### config.mk
export PLATFORM = sky130hd
export DESIGN_NAME = gpio_port
export DESIGN_NICKNAME = d
export VERILOG_FILES = /design/src/rtl/gpio_port.sv
export SDC_FILE = /design/constraint.sdc
export NUM_CORES = 1
export LEC_CHECK = 0
export BUFFER_PORTS_ARGS = -buffer_cell sky130_fd_sc_hd__buf_2
export CORE_MARGIN = 2
export CORE_UTILIZATION = 44
export DETAILED_ROUTE_END_ITERATION = 6
export GPL_TIMING_DRIVEN = 0
export PLACE_DENSITY = 0.84
export SYNTH_ARGS = -nofsm -noshare
export SYNTH_HDL_FRONTEND = slang
export SYNTH_SLANG_ARGS = --single-unit
### constraint.sdc
create_clock -name clk -period 1.2 [get_ports clk]
set_clock_uncertainty 0.2 [all_clocks]
set_input_delay 0.18 -clock clk [delete_from_list [all_inputs] [get_ports clk]]
set_output_delay 0.18 -clock clk [all_outputs]
set_load 0.03 [all_outputs]
### src/rtl/gpio_port.sv
module gpio_port #(
  parameter int WIDTH = 8,
  parameter int AW    = 3
) (
  input  logic             clk,
  input  logic             rst_n,
  input  logic [AW-1:0]    addr,
  input  logic             we,
  input  logic [WIDTH-1:0] wdata,
  output logic [WIDTH-1:0] rdata,
  input  logic [WIDTH-1:0] pad_in,
  output logic [WIDTH-1:0] pad_out,
  output logic [WIDTH-1:0] pad_oe,
  input  logic [WIDTH-1:0] alt_out,
  input  logic [WIDTH-1:0] alt_oe,
  output logic [WIDTH-1:0] alt_in
);
  localparam logic [AW-1:0] A_DIR = 0, A_OUT = 1, A_PIN = 2, A_CLR = 3, A_ASG = 4;

  logic [WIDTH-1:0] dir_q, out_q, asg_q, meta_q, pin_q;

  always_ff @(posedge clk or negedge rst_n) begin
    if (!rst_n) begin
      dir_q <= '0;
      out_q <= '0;
      asg_q <= '0;
    end else if (we) begin
      case (addr)
        A_DIR:   dir_q <= wdata;
        A_OUT:   out_q <= wdata;
        A_PIN:   out_q <= out_q | wdata;
        A_CLR:   out_q <= out_q & wdata;
        A_ASG:   asg_q <= wdata;
        default: ;
      endcase
    end
  end

  always_ff @(posedge clk or negedge rst_n) begin
    if (!rst_n) begin
      meta_q <= '0;
      pin_q  <= '0;
    end else begin
      meta_q <= pad_in;
      pin_q  <= meta_q;
    end
  end

  always_comb begin
    case (addr)
      A_DIR:   rdata = dir_q;
      A_OUT:   rdata = out_q;
      A_PIN:   rdata = pin_q & ~asg_q;
      A_ASG:   rdata = asg_q;
      default: rdata = '0;
    endcase
  end

  assign pad_out = (asg_q & alt_out) | (~asg_q & out_q);
  assign pad_oe  = (asg_q & alt_oe)  | (~asg_q & dir_q);
  assign alt_in  = pad_in;
endmodule


==> run metrics <==
# rows 24; failing checks hold timing, setup timing; Routed Antenna Nets 0; max_slew headroom 0.407; Hold Buf Count CTS 17; CTS clk-pin slew, worst paths 70 ps; GRT Total Usage 0.228; Final Util 0.738; maxcap violations 0; Design Area, Final 0.00321 mm2; First-pass DRT Iterations 4; Slowest cell on crit path dfrtp_2; CP startpoint asg_q[6]$_DFFE_PN0P_; CP startpoint kind register; WS Path Type reg2out; worst slew pin tran between 800 and 900 ps; DRC 0; Reg2Reg Depth 4; most frequent cells in the layout buf_2, dfrtp_1, buf_6; Cell Pwr Density 1390 mW/mm2; drt via density ~5.5; area grow syn2layout 62.5%; Reg power frac 0.399; Die H 71.0 um; vias 1734; critical path cell sequence nand2_1 -> o22a_1 -> o31ai_2 -> buf_4; Primary FF master, synth dfrtp_1; fmax 0.588 GHz; Diodes inserted 0; Hold Path Class in2async; Ys Warns 0; Core ar. 0.00435 mm2; layout cell share with drive strength beyond 1 0.662; post-synthesis async set-or-reset flop share 1.00; IO Count 70; Sw Ratio 0.342; Fin Setup TNS -11050 ps; Distinct cells, synth 31; post-synthesis instance area 0.00198 mm2; drt wl/cell 17.6 um; WL final 5610 um; commonest non-fill, non-tap cell in the layout buf_2; Post-DP Area 0.00250 mm2; Post-synth EDFFs 0; Tmin final 1700 ps; Crit path required time 820 ps; combinational power share 0.412; vias in the first global route 1793; status complete, but fails checks; largest net degree at the start of global routing 41; Final Setup Violations 38; clock buffer depth 2; worst vdd ir 881 uV; Max Slew Vio Count 0; pre-CTS WS -584 ps; initial antenna violation count 0; first-pass GRT wire length between 8000 and 9000 um; RSZ-0062 raised after global routing yes; clock root buffer clkbuf_8; Cells after Synth 161; Worst Setup End Kind output pin; Clock Power Share 0.189; final worst-path cycle share 1.42; internal power between 2 and 3 mW; TritonCTS clock tree yes; Port Buffers 68; clock latency on the worst-skew pair 290 ps; die area 0.00505 mm2; Fillers 274; CP Depth 4; FF+latch count, synth 40; Final Hold Vio Count 40; sequential area share after synthesis 0.506; # H-tree levels 2; die width 71.0 um; WHS -195 ps; CP top delay family flip-flops; Syn Nets 199; Initial DRC Count 117; grt ovf 0; worst path bufs/invs 1; net switching power figure roughly 1.5 mW; gpl congestion between 0.7 and 0.8; Num CTS Buffers 5; final worst setup slack -500 ps; Syn Area/Cell 12.3 um2; Initial Utilization 0.454; Worst R2R Start out_q[0]$_DFFE_PN0P_; Crit path arrival time approximately 1300 ps; Final Net Count 304; largest fanout on the critical path 4; leakage power total 1.51 nW; post-detail-place hpwl 3240 um; clock sinks 40; Slowest Stage Delay on Critical Path 430 ps
-- layout make-up --
| type | instances | area [um2] | share of cell area |
|---|---|---|---|
| plain buffers | 17 | 149 | 0.0463 |
| clock buffers | 6 | 72.6 | 0.0226 |
| clock inverters | 1 | 5.00 | 0.00156 |
| inverters | 3 | 11.3 | 0.00350 |
| multi-input cells | 101 | 1120 | 0.349 |
| flip-flops and latches | 40 | 1010 | 0.314 |
| well taps | 52 | 65.1 | 0.0202 |
| repair buffers | 98 | 778 | 0.242 |
-- metal layers --
| metal | global-route usage | part of all wire | routed length (um) | vias up |
|---|---|---|---|---|
| li1 | - | - | - | 798 |
| met1 | 0.268 | 0.41 | 2300 | 869 |
| met2 | 0.401 | 0.53 | 2950 | 55 |
| met3 | 0.0655 | 0.042 | 236 | 12 |
| met4 | 0.0734 | 0.024 | 132 | 0 |
| met5 | 0 | 0 | 0 | - |
-- sequential cells by signal, summed over array words and instances (netlist names) --
name / cells
pin_q: 8
out_q: 8
dir_q: 8
asg_q: 8
meta_q: 8
-- cell usage after synthesis (3+ instances only) --
| master | number | area (um2) |
|---|---|---|
| mux2_1 | 8 | 90.1 |
| a31oi_1 | 10 | 62.6 |
| o21ai_0 | 8 | 40.0 |
| nor2_1 | 6 | 22.5 |
| dfrtp_1 | 40 | 1000 |
| clkbuf_1 | 3 | 11.3 |
| buf_2 | 3 | 15.0 |
| mux2_4 | 6 | 90.1 |
| mux2i_1 | 6 | 60.1 |
| a21oi_1 | 9 | 45.0 |
| mux2_2 | 16 | 180 |
| a32oi_1 | 6 | 52.6 |
| inv_1 | 3 | 11.3 |
| o22ai_1 | 8 | 50.1 |
| buf_4 | 8 | 60.1 |
-- what timing repair did --
| item | in CTS | in global routing |
|---|---|---|
| setup endpoints to repair | 41 | 38 |
| endpoints found under the hold margin | 64 | 40 |
| pin swaps | 8 | 4 |
| buffers inserted | 8 | 5 |
| gates resized for setup | 84 | 19 |
| cloned | 0 | 0 |
-- stage by stage --
stage	cells	power, mW
CTS	313	4.33
global placement	281	3.00
floorplan	161	2.69
global route	318	4.66
finish	318	4.46
detailed placement	281	3.04
-- cell families after synthesis --
| logic type | after synthesis | synth area share |
|---|---|---|
| AO/OA/AOI/OAI | 44 | 0.139 |
| flip-flops | 40 | 0.506 |
| multiplexers | 36 | 0.213 |
| AND/OR/NAND/NOR | 21 | 0.0753 |
| buffers and inverters | 20 | 0.0671 |
-- final timing paths --
check	endpoint	slack, ps
setup / recovery	rdata[6]	-500
hold / removal	pin_q[0]$_DFF_PN0_	-200
setup reg to reg	out_q[0]$_DFFE_PN0P_	10
hold reg to reg	pin_q[4]$_DFF_PN0_	150
max in group asynchronous	asg_q[1]$_DFFE_PN0P_	380
min in group clk	asg_q[0]$_DFFE_PN0P_	120
-- power by group through the flow --
stage / logic, mW / registers (mW) / clock network (mW)
after floorplan: 1.00 / 1.69 / 0
after global placement: 1.26 / 1.74 / 0
after detailed placement: 1.29 / 1.75 / 0
after CTS: 1.71 / 1.76 / 0.858
after global routing: 1.93 / 1.81 / 0.916
final: 1.84 / 1.78 / 0.842
Note: power is estimated with default switching activity, not from simulation.
